$ cat config.mk
export PLATFORM = sky130hd
export DESIGN_NAME = fp_cc_unit
export DESIGN_NICKNAME = d
export VERILOG_FILES = /design/src/rtl/fpcc_pkg.sv /design/src/rtl/fpcc_unpack.sv /design/src/rtl/fpcc_mag_cmp.sv /design/src/rtl/fpcc_compare.sv /design/src/rtl/fpcc_spec_check.sv /design/src/rtl/fpcc_cc_select.sv /design/src/rtl/fp_cc_unit.sv
export SDC_FILE = /design/constraint.sdc
export NUM_CORES = 1
export LEC_CHECK = 0
export ABC_AREA = 1
export CAP_MARGIN = 30
export CORE_MARGIN = 2
export CORE_UTILIZATION = 40
export CTS_BUF_LIST = sky130_fd_sc_hd__clkbuf_16
export CTS_CLUSTER_DIAMETER = 80
export CTS_CLUSTER_SIZE = 8
export DETAILED_ROUTE_END_ITERATION = 10
export PLACE_DENSITY = 0.66
export SYNTH_ARGS = -nofsm -noshare
export SYNTH_HDL_FRONTEND = slang
export SYNTH_SLANG_ARGS = --single-unit
$ cat constraint.sdc
create_clock -name clk -period 11.6 [get_ports clk]
set_input_delay 1.16 -clock clk [delete_from_list [all_inputs] [get_ports clk]]
set_output_delay 1.16 -clock clk [all_outputs]
set_load 0.005 [all_outputs]
$ cat src/rtl/fpcc_pkg.sv
// Package: shared class and condition-code encodings for the
// floating-point condition code unit.
// Assumes: class is the low opcode nibble; codes are 2 bits.
package fpcc_pkg;

    localparam logic [3:0] CL_ADD_N = 4'd0;
    localparam logic [3:0] CL_ADD_U = 4'd1;
    localparam logic [3:0] CL_SUB_N = 4'd2;
    localparam logic [3:0] CL_SUB_U = 4'd3;
    localparam logic [3:0] CL_CMP   = 4'd4;
    localparam logic [3:0] CL_LTEST = 4'd5;
    localparam logic [3:0] CL_LCOMP = 4'd6;
    localparam logic [3:0] CL_LNEG  = 4'd7;
    localparam logic [3:0] CL_LPOS  = 4'd8;

    localparam logic [1:0] CC_ZERO = 2'd0;
    localparam logic [1:0] CC_LOW  = 2'd1;
    localparam logic [1:0] CC_HIGH = 2'd2;
    localparam logic [1:0] CC_OVF  = 2'd3;

endpackage

$ cat src/rtl/fpcc_unpack.sv
// Module: fpcc_unpack
// Splits a raw operand word into sign, exponent and a left-justified
// long fraction, and flags zero (all-zero fraction).
// Assumes: short operands live in the low SH_W bits of the raw word.
module fpcc_unpack #(
    parameter int EXP_W   = 7,
    parameter int LFRAC_W = 56,
    parameter int SFRAC_W = 24,
    localparam int OP_W   = 1 + EXP_W + LFRAC_W,
    localparam int SH_W   = 1 + EXP_W + SFRAC_W,
    localparam int PAD_W  = LFRAC_W - SFRAC_W
) (
    input  logic [OP_W-1:0]    raw,
    input  logic               is_long,
    output logic               sign,
    output logic [EXP_W-1:0]   expo,
    output logic [LFRAC_W-1:0] frac,
    output logic               is_zero
);

    logic unused_short_hi;
    assign unused_short_hi = ^raw[OP_W-1:SH_W];

    // Field select by operand size.
    always_comb begin
        if (is_long) begin
            sign = raw[OP_W-1];
            expo = raw[OP_W-2 -: EXP_W];
            frac = raw[LFRAC_W-1:0];
        end else begin
            sign = raw[SH_W-1];
            expo = raw[SH_W-2 -: EXP_W];
            frac = {raw[SFRAC_W-1:0], {PAD_W{1'b0}}};
        end
        is_zero = (frac == '0);
    end

endmodule

$ cat src/rtl/fpcc_mag_cmp.sv
// Module: fpcc_mag_cmp
// Exact magnitude ordering of two nonzero values frac*16^exp.
// Assumes: both fractions are nonzero (zeros are handled upstream).
// The larger-exponent fraction is shifted left by whole hex digits
// into a double-width field; a gap of a full fraction width or more
// decides the order directly.
module fpcc_mag_cmp #(
    parameter int EXP_W   = 7,
    parameter int LFRAC_W = 56,
    localparam int DIG    = LFRAC_W / 4,
    localparam int WIDE   = 2 * LFRAC_W
) (
    input  logic [EXP_W-1:0]   exp_a,
    input  logic [LFRAC_W-1:0] frac_a,
    input  logic [EXP_W-1:0]   exp_b,
    input  logic [LFRAC_W-1:0] frac_b,
    output logic               a_gt,
    output logic               a_lt
);

    logic               a_big;
    logic [EXP_W-1:0]   gap;
    logic [LFRAC_W-1:0] big_f, small_f;
    logic [WIDE-1:0]    big_sh, small_ext;
    logic               big_gt, small_gt;

    // Pick the operand with the larger exponent and the digit gap.
    always_comb begin
        a_big   = (exp_a >= exp_b);
        gap     = a_big ? (exp_a - exp_b) : (exp_b - exp_a);
        big_f   = a_big ? frac_a : frac_b;
        small_f = a_big ? frac_b : frac_a;
    end

    // Align by shifting the larger-exponent fraction left and compare.
    always_comb begin
        small_ext = {{(WIDE-LFRAC_W){1'b0}}, small_f};
        big_sh    = '0;
        if (int'(gap) >= DIG) begin
            big_gt   = 1'b1;
            small_gt = 1'b0;
        end else begin
            big_sh   = {{(WIDE-LFRAC_W){1'b0}}, big_f} << {gap, 2'b00};
            big_gt   = (big_sh > small_ext);
            small_gt = (small_ext > big_sh);
        end
    end

    // Map back to operand order.
    always_comb begin
        a_gt = a_big ? big_gt : small_gt;
        a_lt = a_big ? small_gt : big_gt;
    end

endmodule

$ cat src/rtl/fpcc_compare.sv
// Module: fpcc_compare
// Orders two unpacked floating-point values and yields a compare code:
// 0 equal, 1 first lower, 2 first higher.
// Assumes: zero is flagged by the unpacker; signed zeros are equal.
module fpcc_compare #(
    parameter int EXP_W   = 7,
    parameter int LFRAC_W = 56
) (
    input  logic               sign_a,
    input  logic [EXP_W-1:0]   exp_a,
    input  logic [LFRAC_W-1:0] frac_a,
    input  logic               zero_a,
    input  logic               sign_b,
    input  logic [EXP_W-1:0]   exp_b,
    input  logic [LFRAC_W-1:0] frac_b,
    input  logic               zero_b,
    output logic [1:0]         cmp_code
);
    import fpcc_pkg::*;

    logic mag_gt, mag_lt;
    logic first_gt, first_lt;

    fpcc_mag_cmp #(.EXP_W(EXP_W), .LFRAC_W(LFRAC_W)) u_mag (
        .exp_a (exp_a),
        .frac_a(frac_a),
        .exp_b (exp_b),
        .frac_b(frac_b),
        .a_gt  (mag_gt),
        .a_lt  (mag_lt)
    );

    // Resolve zero, sign and magnitude precedence.
    always_comb begin
        first_gt = 1'b0;
        first_lt = 1'b0;
        if (zero_a && zero_b) begin
            first_gt = 1'b0;
        end else if (zero_a) begin
            first_gt = sign_b;
            first_lt = !sign_b;
        end else if (zero_b) begin
            first_gt = !sign_a;
            first_lt = sign_a;
        end else if (sign_a != sign_b) begin
            first_gt = sign_b;
            first_lt = sign_a;
        end else if (sign_a) begin
            first_gt = mag_lt;
            first_lt = mag_gt;
        end else begin
            first_gt = mag_gt;
            first_lt = mag_lt;
        end
    end

    // Encode the ordering.
    always_comb begin
        if (first_gt)      cmp_code = CC_HIGH;
        else if (first_lt) cmp_code = CC_LOW;
        else               cmp_code = CC_ZERO;
    end

endmodule

$ cat src/rtl/fpcc_spec_check.sv
// Module: fpcc_spec_check
// Detects specification faults: register fields outside {0,2,4,6}
// and storage operands not aligned to their size.
// Assumes: second field names a register only in register form.
module fpcc_spec_check #(
    parameter int ADDR_W   = 24,
    parameter int SHORT_AL = 2,
    parameter int LONG_AL  = 3
) (
    input  logic [3:0]        fld_first,
    input  logic [3:0]        fld_second,
    input  logic              mem_op,
    input  logic              is_long,
    input  logic [ADDR_W-1:0] addr,
    output logic              fault
);

    logic [1:0] fld_bad;
    logic [1:0] fld_used;
    logic       mis_short, mis_long, misaligned;

    assign fld_used = {!mem_op, 1'b1};

    // One legality checker per register field.
    for (genvar g = 0; g < 2; g++) begin : g_fld
        logic [3:0] f;
        assign f = (g == 0) ? fld_first : fld_second;
        assign fld_bad[g] = fld_used[g] && (f[0] || f[3]);
    end

    // Alignment against the operand size.
    always_comb begin
        mis_short  = (addr[SHORT_AL-1:0] != '0);
        mis_long   = (addr[LONG_AL-1:0] != '0);
        misaligned = mem_op && (is_long ? mis_long : mis_short);
    end

    logic unused_addr_hi;
    assign unused_addr_hi = ^addr[ADDR_W-1:LONG_AL];

    assign fault = (|fld_bad) || misaligned;

endmodule

$ cat src/rtl/fpcc_cc_select.sv
// Module: fpcc_cc_select
// Chooses the next condition code per instruction class and says
// whether the class writes the code at all.
// Assumes: result sign/zero and compare code are already decoded.
module fpcc_cc_select (
    input  logic [3:0] op_class,
    input  logic       ovf,
    input  logic       res_sign,
    input  logic       res_zero,
    input  logic [1:0] cmp_code,
    output logic [1:0] next_cc,
    output logic       writes
);
    import fpcc_pkg::*;

    logic [1:0] signed_code;

    // Three-way code from the result value.
    always_comb begin
        if (res_zero)      signed_code = CC_ZERO;
        else if (res_sign) signed_code = CC_LOW;
        else               signed_code = CC_HIGH;
    end

    // Class-specific selection.
    always_comb begin
        writes  = 1'b1;
        next_cc = CC_ZERO;
        case (op_class)
            CL_ADD_N, CL_ADD_U, CL_SUB_N, CL_SUB_U:
                next_cc = ovf ? CC_OVF : signed_code;
            CL_CMP:
                next_cc = cmp_code;
            CL_LTEST, CL_LCOMP:
                next_cc = signed_code;
            CL_LNEG:
                next_cc = res_zero ? CC_ZERO : CC_LOW;
            CL_LPOS:
                next_cc = res_zero ? CC_ZERO : CC_HIGH;
            default: begin
                writes  = 1'b0;
                next_cc = CC_ZERO;
            end
        endcase
    end

endmodule

$ cat src/rtl/fp_cc_unit.sv
// Module: fp_cc_unit (top)
// Holds the floating-point condition code, checks each instruction's
// operand specification and updates the code per instruction class.
// Assumes: instr_valid is a one-cycle request; operands are stable
// while it is high; reset is synchronous and active low.
module fp_cc_unit #(
    parameter int ADDR_W  = 24,
    parameter int EXP_W   = 7,
    parameter int LFRAC_W = 56,
    parameter int SFRAC_W = 24,
    localparam int OP_W   = 1 + EXP_W + LFRAC_W
) (
    input  logic              clk,
    input  logic              rst_n,
    input  logic              instr_valid,
    input  logic [15:0]       instr_word,
    input  logic              mem_op,
    input  logic [ADDR_W-1:0] eff_addr,
    input  logic [OP_W-1:0]   result_val,
    input  logic [OP_W-1:0]   cmp_a,
    input  logic [OP_W-1:0]   cmp_b,
    input  logic              arith_ovf,
    output logic [1:0]        cc,
    output logic              spec_irq
);

    localparam int N_OPND = 3;

    logic [3:0] op_class;
    logic       is_long;
    logic       fault;
    logic [1:0] cmp_code, next_cc;
    logic       writes;

    logic [OP_W-1:0]    raw   [N_OPND];
    logic               sgn   [N_OPND];
    logic [EXP_W-1:0]   ex    [N_OPND];
    logic [LFRAC_W-1:0] fr    [N_OPND];
    logic               zr    [N_OPND];

    logic unused_opc_hi;
    assign unused_opc_hi = ^instr_word[15:13];

    assign op_class = instr_word[11:8];
    assign is_long  = instr_word[12];

    assign raw[0] = result_val;
    assign raw[1] = cmp_a;
    assign raw[2] = cmp_b;

    // One unpacker per operand word.
    for (genvar i = 0; i < N_OPND; i++) begin : g_unp
        fpcc_unpack #(.EXP_W(EXP_W), .LFRAC_W(LFRAC_W), .SFRAC_W(SFRAC_W)) u_unp (
            .raw    (raw[i]),
            .is_long(is_long),
            .sign   (sgn[i]),
            .expo   (ex[i]),
            .frac   (fr[i]),
            .is_zero(zr[i])
        );
    end

    logic unused_res_exp;
    assign unused_res_exp = ^{ex[0], fr[0]};

    fpcc_spec_check #(.ADDR_W(ADDR_W)) u_spec (
        .fld_first (instr_word[7:4]),
        .fld_second(instr_word[3:0]),
        .mem_op    (mem_op),
        .is_long   (is_long),
        .addr      (eff_addr),
        .fault     (fault)
    );

    fpcc_compare #(.EXP_W(EXP_W), .LFRAC_W(LFRAC_W)) u_cmp (
        .sign_a  (sgn[1]),
        .exp_a   (ex[1]),
        .frac_a  (fr[1]),
        .zero_a  (zr[1]),
        .sign_b  (sgn[2]),
        .exp_b   (ex[2]),
        .frac_b  (fr[2]),
        .zero_b  (zr[2]),
        .cmp_code(cmp_code)
    );

    fpcc_cc_select u_sel (
        .op_class(op_class),
        .ovf     (arith_ovf),
        .res_sign(sgn[0]),
        .res_zero(zr[0]),
        .cmp_code(cmp_code),
        .next_cc (next_cc),
        .writes  (writes)
    );

    // Condition code register and interrupt request pulse.
    always_ff @(posedge clk) begin
        if (!rst_n) begin
            cc       <= 2'd0;
            spec_irq <= 1'b0;
        end else begin
            spec_irq <= instr_valid && fault;
            if (instr_valid && !fault && writes)
                cc <= next_cc;
        end
    end

endmodule

==> impl_summary.md <==
Outcome
The run finished with clean final reports.

Die
For this configuration, the core starts out at a cell density of 40.9%. The number of ports placed on the die boundary is 240. From left edge to right edge, the die measures 157 µm. The site row count is 55. The full die area is 24500 µm². The core region is 22800 µm². From bottom edge to top edge, the die measures 157 µm.

Layout
The top cell types in the final layout, fill and taps aside, are sky130_fd_sc_hd__nand2_1, sky130_fd_sc_hd__nand3_1, sky130_fd_sc_hd__clkdlybuf4s50_1, sky130_fd_sc_hd__o21ai_0, sky130_fd_sc_hd__inv_1. 0 antenna diodes ended up in the layout. The final net count is 2280. The relative area change from synthesis to final layout is 21.4%.

Counting the fill cells in the layout gives between 2000 and 3000. The fraction of layout cells with a size suffix above 1 is 5.33%. The post-route core utilization is 49.7%. The most common cell after layout, fill and taps aside is sky130_fd_sc_hd__nand2_1.

The final cell area excluding filler cells is 11300 µm².

Synth
Counting distinct cell types in the post-synthesis netlist gives 54. The fraction of synthesized cell area taken by the top area cell type is between 20 and 30%. The number of flops mapped to enable cells by yosys is 0. sky130_fd_sc_hd__nand2_1 takes more of the synthesized area than any other cell. The synthesized netlist occupies a cell area of 9320 µm². After synthesis, the share of flip-flops with an asynchronous set or reset is 0%. Sequential elements use 0.644% of the synthesized area. In this run the mean area of a mapped cell was between 5 and 6 µm². The most common flop cell mapped by yosys is sky130_fd_sc_hd__dfxtp_1.

The Yosys step of the flow raised 0 warnings. The synthesized flop and latch total is 3. The number of nets in the synthesized netlist is 2172. By area the synthesized netlist is led by sky130_fd_sc_hd__nand2_1, sky130_fd_sc_hd__nand3_1, sky130_fd_sc_hd__ha_1. In the synthesized netlist, the number of instances is 1864.

Power
IR analysis of the VDD net gives a maximum drop of 0.137 mV. The leakage power is 0.00559 µW. The total design power is between 1500 and 2000 µW. In this run the power density over the cells is 141 nW/µm².

Clock tree
The clock-pin slew on the worst setup and hold paths is 0.03 ns. The number of buffers inserted to repair setup after CTS is 0. The maximum clock insertion buffer count is 2. TritonCTS built the clock tree.

The number of gates resized after cts is 0. The number of buffers added by the clock tree synthesis step is 3. In this run, post-CTS hold repair placed 0 buffers. Clock latency on the worst-skew pair, taken at its later pin, is 0.22 ns. The tree built by TritonCTS fans out to 3 sinks. The number of H-tree levels is 1. The clock root buffer is sky130_fd_sc_hd__clkbuf_16.

Detailed routing
The final routed wire length divided by cell count is 19.6 µm. The total wirelength of the detailed-routed design is 44700 µm. Detailed routing placed a total of 19200 µm of wire on met2.

In this run the remaining antenna-violating nets after routing total 0. The routed design uses 4370 µm of met3 wire. Signal routing reaches up to met4. For this run, design rule violations remaining after detail routing come to 0. The detail-routed via count per cell is 5.68. The number of detailed-routing iterations run before antenna repair is 6. The routed layout has approximately 13000 vias. For this block, wires on met1 add up to 19200 µm. The count of routing violations after the opening detailed-route iteration is 1556.

Critical path
The endpoint of the worst-slack reg-to-reg timing path is cc[1]. The critical path's largest stage delay is 0.72 ns. The launching instance or port of the critical path is instr_word[12]. The setup check on the worst reg-to-reg path leaves a slack of 10.98 ns. The worst setup path category is in2reg. The critical path's slowest cell is sky130_fd_sc_hd__nor4b_1. The kind of capture point of the worst setup path is a flop. At the worst endpoint, the required time is 11.71 ns. For the worst setup path, the data arrival time is between 9 and 10 ns. The cell with the most instances on the worst path is sky130_fd_sc_hd__nand2_1. Counting cells, the worst reg-to-reg path comes to 2. The top fanout value on the critical path is 90. The launch point of the worst reg-to-reg path is cc[1]. STA classifies the critical path startpoint as an input port.

Timing
Timing would allow up to 109 MHz. The count of final setup violators is 0. The final critical path time including I/O delays and setup is 9.17 ns. The worst pin sits at a relative slew slack of between 30% and 40%. The pin slew with the least headroom to its limit is 0.929 ns. Across all hold checks on the routed design, the worst slack comes to approximately 0.54 ns. Setup repair after global routing left no endpoint under its margin.

Dividing the final minimum period by the clock period gives 79.1%. Clock skew on the completed layout was measured at 0 ns. The final sum of negative setup slack is 0 ns.

The max-slew violation count was 0. The hold violation count in the final report was 0.

Min path
The worst min-delay path startpoint is cc[0]. The class of the worst hold path is reg2reg. The sink of the worst hold path is cc[0]. The hold path depth is 2.

Global routing
Entering global routing, the biggest net connects around 110 pins. The initial antenna violation count is 0. The via count of the first global-routing pass is 11900.

The remaining global-route overflow is 0. The wire length of the first global-routing pass is between 60000 and 70000 µm. The overall global routing resource usage is 36.2%.

Placed design
The congestion estimate from routability-driven global placement came to 0.991. Summed over all nets, the half-perimeter wirelength after detailed placement is roughly 37000 µm. After detailed placement, the total cell area comes to between 10000 and 15000 µm². During placement, the flow inserted port buffers numbering 204.

Run
Max-cap violations in this run came to 0.
-- report_power, final --
group | total, µW | leakage, µW | internal (µW) | switching (µW)
clock | 54.4 | 0.0000423 | 44.5 | 9.90
combinational | 1530 | 0.00553 | 463 | 1070
sequential | 10.9 | 0.0000245 | 10.7 | 0.116
-- kinds of logic (layout without fill, tap and decap cells) --
family | count (synthesis) | count (layout) | share of synthesized area (%)
AOI/OAI and AO/OA | 233 | 233 | 13.9
xor gates and xnor gates | 7 | 7 | 0.859
adders and majority gates | 71 | 71 | 9.69
buffers and inverters | 252 | 359 | 12.4
DFF | 3 | 3 | 0.644
muxes | 12 | 12 | 1.29
and+or+nand+nor | 1286 | 1286 | 61.2
-- layer usage --
metal	vias up	track usage (%)
li1	6424	-
met1	5778	49.3
met2	675	57.0
met3	87	6.37
met4	0	13.1
met5	-	0
-- critical path: cells and delay by family --
family	cells	cell delay [ns]
and+or+nand+nor	27	4.44
buffers and inverters	7	2.39
adders and majority gates	2	0.69
AOI/OAI and AO/OA	3	0.49
-- worst max-delay path by stage --
stage               endpoint  slack [ns]
finish                 cc[1]        2.43
global route           cc[1]        1.76
CTS                    cc[1]        2.49
detailed placement     cc[1]        2.24
global placement       cc[1]        2.25
floorplan              cc[1]        4.94
-- state kept, by name (all words and copies together) (netlist names) --
register and flops:
cc 2, spec_irq 1
-- layout make-up --
class	count	area [µm²]	share of cell area (%)
flip-flops and latches	3	60.1	0.531
clock buffers	3	75.1	0.663
clock inverters	1	3.75	0.0332
inverters	135	507	4.48
well taps	313	392	3.46
repair buffers	220	2170	19.2
multi-input cells	1609	8110	71.6
-- through the flow --
step / instances / worst slack [ns]
3_5_place_dp: 2279 / 2.24
6_report: 2284 / 2.43
3_3_place_gp: 2277 / 2.25
4_1_cts: 2283 / 2.49
5_1_grt: 2284 / 1.76
2_1_floorplan: 1864 / 4.94
-- cells in the mapped netlist, drive strengths merged, types with 3 or more instances --
cell	number
nor2	97
clkbuf	38
inv	133
nand2	719
a31oi	7
xor2	5
nor3	12
or2	45
o211ai	3
buf	79
ha	69
mux2i	12
a21oi	48
nand4	51
o21ai	147
o21a	15
nor4	27
dfxtp	3
nand3	330
Power figures use the tool's default switching activity.
